File: src/rtl/sbg_pkg.sv
package sbg_pkg;
  localparam int WORD_W = 64;
  localparam int SYNC_W = 8;

  // Strobes from control to datapath, valid for one cycle
  typedef struct packed {
    logic push;      // write inData into the buffer
    logic capSob;    // hold sync byte of an accepted start
    logic capEob;    // hold sync byte of an accepted end
    logic clampEob;  // unused-lane count out of range, store LANES-1
  } sbgStrobe_t;
endpackage

File: src/rtl/sbg_ctrl.sv
module sbg_ctrl
  import sbg_pkg::*;
#(
  parameter int LANES = 2,
  parameter int GAP   = 4,
  parameter bit CONT  = 1'b0
) (
  input  logic              clk,
  input  logic              rstUser,
  input  logic              linkUp,
  input  logic              inValid,
  input  logic              inSob,
  input  logic              inEob,
  input  logic [SYNC_W-1:0] inSync,
  input  logic              bufFull,
  output sbgStrobe_t        strobe,
  output logic              ovfErr,
  output logic              gapErr,
  output logic              protoErr,
  output logic              seqErr
);
  localparam int GAP_W = $clog2(GAP + 2);
  localparam logic [GAP_W-1:0] GAP_VAL = GAP_W'(GAP);
  localparam logic [GAP_W-1:0] GAP_SAT = GAP_W'(GAP + 1);
  localparam logic [SYNC_W-1:0] MAX_INV = SYNC_W'(LANES - 1);

  logic burstOpen, started, haveEob;
  logic [GAP_W-1:0] gapCnt;

  logic take, sobReq, eobReq, sobAllowed, sobOk, sobBad;
  logic openAfterSob, eobOk, eobBad, gapMiss, invBad;

  assign take   = inValid & linkUp;
  assign sobReq = take & inSob;
  assign eobReq = take & inEob;

  generate
    if (CONT) begin : g_cont
      assign sobAllowed = ~started;
    end else begin : g_burst
      assign sobAllowed = 1'b1;
    end
  endgenerate

  assign sobOk        = sobReq & ~burstOpen & sobAllowed;
  assign sobBad       = sobReq & ~sobOk;
  assign openAfterSob = burstOpen | sobOk;
  assign eobOk        = eobReq & openAfterSob;
  assign eobBad       = eobReq & ~openAfterSob;
  assign gapMiss      = sobOk & haveEob & ~CONT & (gapCnt != GAP_VAL);
  assign invBad       = eobOk & (inSync > MAX_INV);

  always_comb begin
    strobe.push     = take & ~bufFull;
    strobe.capSob   = sobOk;
    strobe.capEob   = eobOk;
    strobe.clampEob = invBad;
  end

  always_ff @(posedge clk) begin
    if (rstUser) begin
      burstOpen <= 1'b0;
      started   <= 1'b0;
      haveEob   <= 1'b0;
      gapCnt    <= '0;
      ovfErr    <= 1'b0;
      gapErr    <= 1'b0;
      protoErr  <= 1'b0;
      seqErr    <= 1'b0;
    end else begin
      burstOpen <= eobOk ? 1'b0 : openAfterSob;
      started   <= started | sobOk;
      if (eobOk)      haveEob <= 1'b1;
      else if (sobOk) haveEob <= 1'b0;
      if (eobOk)                 gapCnt <= '0;
      else if (gapCnt != GAP_SAT) gapCnt <= gapCnt + 1'b1;
      ovfErr   <= ovfErr | (take & bufFull);
      gapErr   <= gapErr | gapMiss;
      protoErr <= protoErr | invBad;
      seqErr   <= seqErr | sobBad | eobBad;
    end
  end
endmodule

File: src/rtl/sbg_datapath.sv
module sbg_datapath
  import sbg_pkg::*;
#(
  parameter int LANES = 2,
  parameter int DEPTH = 16
) (
  input  logic                      clk,
  input  logic                      rstUser,
  input  sbgStrobe_t                strobe,
  input  logic [LANES*WORD_W-1:0]   inData,
  input  logic [SYNC_W-1:0]         inSync,
  input  logic                      popReq,
  output logic                      bufFull,
  output logic [$clog2(DEPTH+1)-1:0] level,
  output logic [LANES*WORD_W-1:0]   outData,
  output logic                      outValid,
  output logic [SYNC_W-1:0]         sobSyncHeld,
  output logic [SYNC_W-1:0]         eobSyncHeld,
  output logic [SYNC_W-1:0]         eobInvalid
);
  localparam int DW    = LANES * WORD_W;
  localparam int PTR_W = (DEPTH > 1) ? $clog2(DEPTH) : 1;
  localparam int CNT_W = $clog2(DEPTH + 1);
  localparam logic [PTR_W-1:0] LAST = PTR_W'(DEPTH - 1);
  localparam logic [CNT_W-1:0] FULL_CNT = CNT_W'(DEPTH);

  logic [DW-1:0] mem [DEPTH];
  logic [PTR_W-1:0] wrPtr, rdPtr;
  logic doPop;

  assign doPop    = popReq & (level != '0);
  assign bufFull  = (level == FULL_CNT);
  assign outValid = (level != '0);
  assign outData  = mem[rdPtr];

  always_ff @(posedge clk) begin
    if (strobe.push) mem[wrPtr] <= inData;
  end

  always_ff @(posedge clk) begin
    if (rstUser) begin
      wrPtr <= '0;
      rdPtr <= '0;
      level <= '0;
    end else begin
      if (strobe.push) wrPtr <= (wrPtr == LAST) ? '0 : wrPtr + 1'b1;
      if (doPop)       rdPtr <= (rdPtr == LAST) ? '0 : rdPtr + 1'b1;
      case ({strobe.push, doPop})
        2'b10:   level <= level + 1'b1;
        2'b01:   level <= level - 1'b1;
        default: level <= level;
      endcase
    end
  end

  always_ff @(posedge clk) begin
    if (rstUser) begin
      sobSyncHeld <= '0;
      eobSyncHeld <= '0;
      eobInvalid  <= '0;
    end else begin
      if (strobe.capSob) sobSyncHeld <= inSync;
      if (strobe.capEob) begin
        eobSyncHeld <= inSync;
        eobInvalid  <= strobe.clampEob ? SYNC_W'(LANES - 1) : inSync;
      end
    end
  end
endmodule

File: src/rtl/strm_burst_guard.sv
module strm_burst_guard
  import sbg_pkg::*;
#(
  parameter int LANES = 2,
  parameter int DEPTH = 16,
  parameter int GAP   = 4,
  parameter bit CONT  = 1'b0
) (
  input  logic                       clk,
  input  logic                       rstUser,
  input  logic                       linkUp,
  input  logic [LANES*64-1:0]        inData,
  input  logic                       inValid,
  input  logic                       inSob,
  input  logic                       inEob,
  input  logic [7:0]                 inSync,
  input  logic                       popReq,
  output logic                       ready,
  output logic [LANES*64-1:0]        outData,
  output logic                       outValid,
  output logic                       bufFull,
  output logic [$clog2(DEPTH+1)-1:0] bufLevel,
  output logic [7:0]                 sobSyncHeld,
  output logic [7:0]                 eobSyncHeld,
  output logic [7:0]                 eobInvalid,
  output logic [3:0]                 errVec,
  output logic                       protoErr,
  output logic                       seqErr
);
  sbgStrobe_t strobe;
  logic ovfErr, gapErr;

  sbg_ctrl #(.LANES(LANES), .GAP(GAP), .CONT(CONT)) u_ctrl (
    .clk(clk), .rstUser(rstUser), .linkUp(linkUp), .inValid(inValid),
    .inSob(inSob), .inEob(inEob), .inSync(inSync), .bufFull(bufFull),
    .strobe(strobe), .ovfErr(ovfErr), .gapErr(gapErr),
    .protoErr(protoErr), .seqErr(seqErr)
  );

  sbg_datapath #(.LANES(LANES), .DEPTH(DEPTH)) u_dp (
    .clk(clk), .rstUser(rstUser), .strobe(strobe), .inData(inData),
    .inSync(inSync), .popReq(popReq), .bufFull(bufFull), .level(bufLevel),
    .outData(outData), .outValid(outValid), .sobSyncHeld(sobSyncHeld),
    .eobSyncHeld(eobSyncHeld), .eobInvalid(eobInvalid)
  );

  assign ready  = linkUp & ~bufFull;
  assign errVec = {gapErr, 1'b0, 1'b0, ovfErr};
endmodule

File: config.mk
export PLATFORM = sky130hd
export DESIGN_NAME = strm_burst_guard
export DESIGN_NICKNAME = d
export VERILOG_FILES = /design/src/rtl/sbg_pkg.sv /design/src/rtl/sbg_ctrl.sv /design/src/rtl/sbg_datapath.sv /design/src/rtl/strm_burst_guard.sv
export SDC_FILE = /design/constraint.sdc
export NUM_CORES = 1
export LEC_CHECK = 0
export BUFFER_PORTS_ARGS = -buffer_cell sky130_fd_sc_hd__clkbuf_2
export CAP_MARGIN = 20
export CORE_ASPECT_RATIO = 1.2
export CORE_MARGIN = 2
export CORE_UTILIZATION = 40
export CTS_CLUSTER_DIAMETER = 80
export DETAILED_ROUTE_END_ITERATION = 10
export PLACE_DENSITY = 0.62
export SKIP_CTS_REPAIR_TIMING = 1
export SKIP_LAST_GASP = 1
export SLEW_MARGIN = 5
export SYNTH_ARGS = -nofsm -noshare
export SYNTH_HDL_FRONTEND = slang
export SYNTH_HIERARCHICAL = 1
export SYNTH_SLANG_ARGS = --single-unit
File: constraint.sdc
create_clock -name clk -period 8.66 [get_ports clk]
set_clock_uncertainty 0.1 [all_clocks]
set_input_delay 2.598 -clock clk [delete_from_list [all_inputs] [get_ports clk]]
set_output_delay 2.598 -clock clk [all_outputs]
set_load 0.005 [all_outputs]
==> flow_summary_export.csv, run 1 <==
group,metric,value,unit
status,status,"complete, no violations",
timing,setup_viol,0,
logic_synthesis,syn_inst,3391,
timing,final.setup.tns,0,ns
global_routing,grt_pass1_vias,38570,
worst_setup_path,path_buf_inv,3,
cells_and_area,num-nets-final,3938,
timing,final_max_slew_viol_count,0,
run,maxCapViolCount,0,
global_routing,grt_overflow,0,
drt,drtPass1Iterations,5,
logic_synthesis,ys_ff_latch,2098,
logic_synthesis,async_flop_share,0,
logic_synthesis,seq_area_frac_synth,0.7931,
drt,ant_nets,0,
worst_setup_path,crit_type,"reg2out",
worst_setup_path,crit_chain,"buf_4, buf_4, mux4_2, a22oi_1, nand2_1, clkbuf_2",
logic_synthesis,synth_top_family_by_area,"multiplexers",
clocking,htree_levels,4,
floorplan,num_rows,178,
drt,vias,36810,
logic_synthesis,yosys_warnings,6,
worst_setup_path,cp.arrival,3.98,ns
pwr,ir_drop,209.7,uV
logic_synthesis,synth_edf_count,2048,
global_routing,grt_util_all_layers,0.1846,
logic_synthesis,ys_types,56,
logic_synthesis,synth_area_leader_cell,"edfxtp_1",
hold_path,hp-class,"reg2reg",
placed_design,place_congestion,0.7221,
hold_path,min_from,"u_dp/eobInvalid[7]",
worst_setup_path,crit_path_top_delay_cell,"buf_4",
floorplan,die_h,490.2,um
logic_synthesis,synth_ff_type,"edfxtp_1",
logic_synthesis,synth.avg_cell_area,23.24,um^2
drt,wire_per_inst,28.21,um
cells_and_area,final_layout_size_suffix_gt1_frac,0.3060,
worst_setup_path,worstPathRequired,5.96,ns
worst_setup_path,path_common_cell,"buf_4",
global_routing,grt_max_degree,141,
logic_synthesis,yosys.area_share.simple,0.01426,
floorplan,core,0.1960,mm^2
worst_setup_path,r2r_start,"u_dp/level[1]",
floorplan,die_w,409.2,um
placed_design,portBuffers,306,
drt,drt-initial-drc-count,3553,
drt,viasPerCell,5.599,
logic_synthesis,synth_xor_xnor_area_share,0.0006668,
worst_setup_path,path_max_fanout,54,
worst_setup_path,critPathMaxStageDelay,0.74,ns
timing,slew_headroom,0.2779,
global_routing,antenna_found_initial,39,
cells_and_area,areaGrowthSynthToFinish,14.08,%
worst_setup_path,r2r_slack,4.49,ns
timing,finalHoldViolCount,0,
cells_and_area,num-fill-cells,16350,
pwr,leakage,0.02788,uW
logic_synthesis,synth_compound_area_frac,0.02678,
clocking,cts_tree,"yes",
placed_design,hpwlAfterDp,94.94,mm
floorplan,ios,309,
timing,fin_crit,6.681,ns
drt,routed_wl,185.5,mm
floorplan,start_util,0.4021,
timing,timing.fmax,0.1497,GHz
drt,drc_errors,0,
clocking,cts_sinks,2098,
clocking,cts_root_buffer,"clkbuf_16",
cells_and_area,fin_util,0.4587,
worst_setup_path,cpLargestDelayFamily,"buffers and inverters",
logic_synthesis,synth_top_area_frac,0.7804,
clocking,clk_pin_slew,0.07,ns
worst_setup_path,critPathCaptureType,"primary output",
logic_synthesis,synth_area,0.07881,mm^2
pwr,powerDensity,268.0,mW/mm^2
logic_synthesis,synthAdderAreaFrac,0.001905,
logic_synthesis,synth.mux.area_fraction,0.1490,
worst_setup_path,critPathLaunchType,"flop",
clocking,cts_buffers,200,
global_routing,grt_pass1_wl,269.3,mm
floorplan,die_area,0.2006,mm^2
clocking,clockBufferDepth,3,
timing,worst_pin_slew,1.083,ns
timing,rsz0062_at_grt,"false",
timing,fin_crit_sh,0.7715,
logic_synthesis,synth_area_leaders,"edfxtp_1 (78%), mux4_2 (15%), a22oi_1 (1.6%)",
clocking,clk_latency,0.86,ns
-- logic make-up (layout without fill, tap and decap cells) --
group	Yosys count	after routing
xor+xnor	6	6
mux	533	533
simple gates	242	242
fa+ha+maj	12	12
flops	2098	2098
other cells	1	9
buf+inv	200	765
compound gates	299	299
-- layout make-up --
cell class                 count  area, um^2  area share
antenna                        7       17.52   0.0001948
clock buffer                 254        5309     0.05905
clock inverter               122        1144     0.01272
inverter                      10       37.54   0.0004175
multi-input combinational   1094       15250      0.1696
sequential                  2098       62510      0.6953
tap                         2610        3266     0.03632
timing repair buffer         379        2367     0.02633
-- final timing paths --
check / endpoint / depth (start not counted)
max: outData[110] / 6
max reg2reg: u_dp/mem[3][95] / 8
min reg2reg: u_dp/eobInvalid[7] / 2
min: u_dp/eobInvalid[7] / 2
-- sequential cells by signal, indices dropped and copies added (netlist names), named ones only --
register / flops
u_ctrl/haveEob: 1
u_ctrl/protoErr: 1
u_dp/wrPtr: 4
u_ctrl/gapCnt: 3
u_dp/mem: 2048
u_ctrl/burstOpen: 1
u_dp/eobInvalid: 8
u_ctrl/ovfErr: 1
u_dp/rdPtr: 4
u_dp/sobSyncHeld: 8
u_ctrl/seqErr: 1
u_ctrl/gapErr: 1
u_dp/eobSyncHeld: 8
u_dp/level: 5
-- through the flow --
step                std cells  power, uW  setup slack (ns)  hold WS, ns  area (um^2)
floorplan                3392      14610             1.746       0.3380        78810
global placement         6191      15800             2.601       0.3533        83430
global route             6569      25040             1.741       0.3907        89890
CTS                      6567      24420             1.820       0.3728        89890
detailed placement       6191      15820             2.530       0.3536        83430
finish                   6574      24090             1.979       0.3723        89900
-- cell usage after synthesis, types with 4 or more instances --
master,count
a211oi_1,4
a21oi_1,16
a22oi_1,166
a31oi_1,5
and2_1,17
buf_1,18
buf_2,53
buf_4,40
buf_6,21
clkbuf_1,57
dfxtp_1,50
edfxtp_1,2048
ha_1,12
inv_1,10
mux2i_1,21
mux4_2,512
nand2_1,96
nand2b_1,13
nand3b_1,8
nor2_1,82
nor3_1,4
o211ai_1,4
o22ai_1,90
xor2_1,5
-- routing by layer --
layer  share of wire  vias up  GRT usage
li1                -    15280          -
met1            0.42    19980     0.2578
met2            0.48     1216     0.2890
met3           0.081      277    0.05047
met4           0.017       56    0.04506
met5          0.0018        -          0
-- worst min-delay path, cell delays in order, from the launching register on --
cell and delay [ns]:
dfxtp_1 0.31, nand2b_1 0.07, a21oi_1 0.05
-- report_power, final --
group          switching [uW]  total, uW  leakage, uW  internal, uW
sequential                123      11400       0.0189         11300
combinational            2060       4110      0.00586          2050
clock                    3750       8610      0.00316          4860
-- layout by cell type (no fill, tap or decap), types with 4 or more instances in the layout --
cell / count
nor2_1: 81
a21oi_1: 16
mux2i_1: 21
o22ai_1: 90
nand2b_1: 13
a22oi_1: 166
inv_1: 10
inv_16: 4
a31oi_1: 5
clkinvlp_4: 5
xor2_1: 5
nand3b_1: 8
and2_4: 17
clkbuf_16: 204
clkbuf_2: 311
inv_6: 5
clkinv_2: 35
nor3_1: 4
edfxtp_1: 2048
diode_2: 7
dfxtp_1: 47
ha_1: 12
a211oi_1: 4
nand2_1: 96
mux4_2: 512
o211ai_1: 4
clkinv_1: 48
buf_4: 50
clkbuf_1: 44
buf_12: 23
bufinv_16: 17
Note: power is estimated with default switching activity, not from simulation.
==> run 2, diff against run 1 <==
clock period = 6.61 ns   (was 8.66 ns; I/O delays follow)
==> flow_summary_export.csv, run 2 (synthesized netlist as in run 1, its figures left out) <==
group,metric,value,unit
status,status,"complete, no violations",
clocking,cts_buffers,205,
drt,viasPerCell,5.633,
floorplan,start_util,0.4021,
timing,finalHoldViolCount,0,
cells_and_area,final_cell_mix,"edfxtp_1 (2048), mux4_2 (512), clkbuf_2 (306)",
timing,rsz0062_at_grt,"false",
global_routing,grt_pass1_wl,272.2,mm
worst_setup_path,path_max_fanout,55,
worst_setup_path,worstPathRequired,4.53,ns
global_routing,use_met2,0.2926,
clocking,cts_root_buffer,"clkbuf_16",
worst_setup_path,crit_type,"reg2out",
floorplan,die_area,0.2006,mm^2
drt,drc_errors,0,
timing,fin_crit_sh,0.8844,
global_routing,use_met3,0.04522,
timing,setup_viol,0,
global_routing,grt_max_degree,100,
cells_and_area,final_layout_size_suffix_gt1_frac,0.3128,
timing,final.setup.tns,0,ns
floorplan,die_w,409.2,um
run,maxCapViolCount,0,
global_routing,grt_overflow,0,
drt,drt-initial-drc-count,3731,
cells_and_area,num-fill-cells,16170,
global_routing,grt_util_all_layers,0.1864,
timing,final_max_slew_viol_count,0,
floorplan,die_h,490.2,um
drt,vias,37220,
worst_setup_path,reg2regPathDepth,11,
timing,slew_headroom,0.2520,
floorplan,ios,309,
global_routing,antenna_found_initial,37,
drt,drtPass1Iterations,5,
clocking,htree_levels,4,
drt,routed_wl,188.6,mm
clocking,clockBufferDepth,3,
pwr,ir_drop,278.8,uV
floorplan,num_rows,178,
global_routing,use_met1,0.2624,
cells_and_area,num-nets-final,3972,
timing,timing.fmax,0.1711,GHz
pwr,totalPowerFinal,32220,uW
clocking,cts_tree,"yes",
cells_and_area,largest_register_ffs,2048,
timing,fin_crit,5.846,ns
cells_and_area,final_common_cell,"edfxtp_1",
timing,worst_pin_slew,1.122,ns
drt,wire_per_inst,28.55,um
hold_path,min_delay_path_depth,2,
worst_setup_path,cp.arrival,3.76,ns
global_routing,grt_pass1_vias,38140,
drt,ant_nets,0,
worst_setup_path,critPathLaunchType,"flop",
placed_design,portBuffers,306,
clocking,clk_latency,0.86,ns
cells_and_area,largest-register,"u_dp/mem",
global_routing,grt.busiest_layer,"met2",
clocking,cts_sinks,2098,
worst_setup_path,critPathCaptureType,"primary output",
placed_design,place_congestion,0.7280,
hold_path,hp-class,"reg2reg",
floorplan,core,0.1960,mm^2
clocking,clk_pin_slew,0.06,ns
pwr,leakage,0.02823,uW
pwr,powerDensity,354.7,mW/mm^2
cells_and_area,areaGrowthSynthToFinish,15.25,%
placed_design,hpwlAfterDp,105.5,mm
==> run 2: cell count changes in the layout (fill, tap and decap cells not counted), moves of 3 or more <==
cell / before / now
buf_12: 23 / 54
clkinv_2: 35 / 31
clkinvlp_4: 5 / 10
clkinv_16: 1 / 5
clkbuf_2: 311 / 306
buf_4: 50 / 47
clkbuf_16: 204 / 209
==> run 2: worst max-delay path, cell delays in order, from the launching register on <==
cell and delay [ns]:
dfxtp_4 0.95, and2_4 0.89, buf_4 0.51, a22oi_1 0.19
nand2_1 0.15, clkbuf_2 0.13
==> run 2: final cells by class <==
| class | count | area, um^2 | share of cell area |
|---|---|---|---|
| Clock inverter | 127 | 1319 | 0.01452 |
| Clock buffer | 256 | 5436 | 0.05986 |
| Tap cell | 2610 | 3266 | 0.03595 |
| Timing Repair Buffer | 408 | 2993 | 0.03295 |
| Antenna cell | 5 | 12.51 | 0.0001378 |
| Inverter | 10 | 37.54 | 0.0004133 |
| Multi-Input combinational cell | 1094 | 15250 | 0.1679 |
| Sequential cell | 2098 | 62510 | 0.6883 |
==> run 2: report_power, final <==
part / total (uW) / internal [uW] / switching [uW]
logic: 5700 / 2790 / 2910
registers: 14900 / 14700 / 138
clock network: 11600 / 6610 / 5020
==> run 2: worst paths after layout <==
path                      start             to  slack, ns
setup / recovery           flop   outData[127]       0.76
hold / removal    u_ctrl/seqErr  u_ctrl/seqErr       0.37
setup reg to reg  u_dp/level[1]  u_dp/level[4]       2.98
hold reg to reg   u_ctrl/seqErr  u_ctrl/seqErr       0.37
==> run 2: per-stage QoR <==
step                      hold WS (ns)  instance area, um^2    util  setup slack, ns  std cells
after floorplan                 0.3380                78810       -           0.3106       3392
after global placement          0.3536                84030  0.4288            1.605       6219
after detailed placement        0.3540                84030  0.4288            1.575       6219
after CTS                       0.3721                90790  0.4632           0.6202       6602
after global routing            0.3944                90820  0.4634           0.6015       6605
final                           0.3687                90830  0.4634           0.7640       6608
==> run 2: per-layer routing <==
metal / up-vias / part of all wire / wire length (um)
met5: - / 0.0016 / 311
met4: 50 / 0.021 / 3912
met3: 295 / 0.076 / 14390
met2: 1337 / 0.48 / 89880
met1: 20190 / 0.42 / 80150
li1: 15340 / - / -
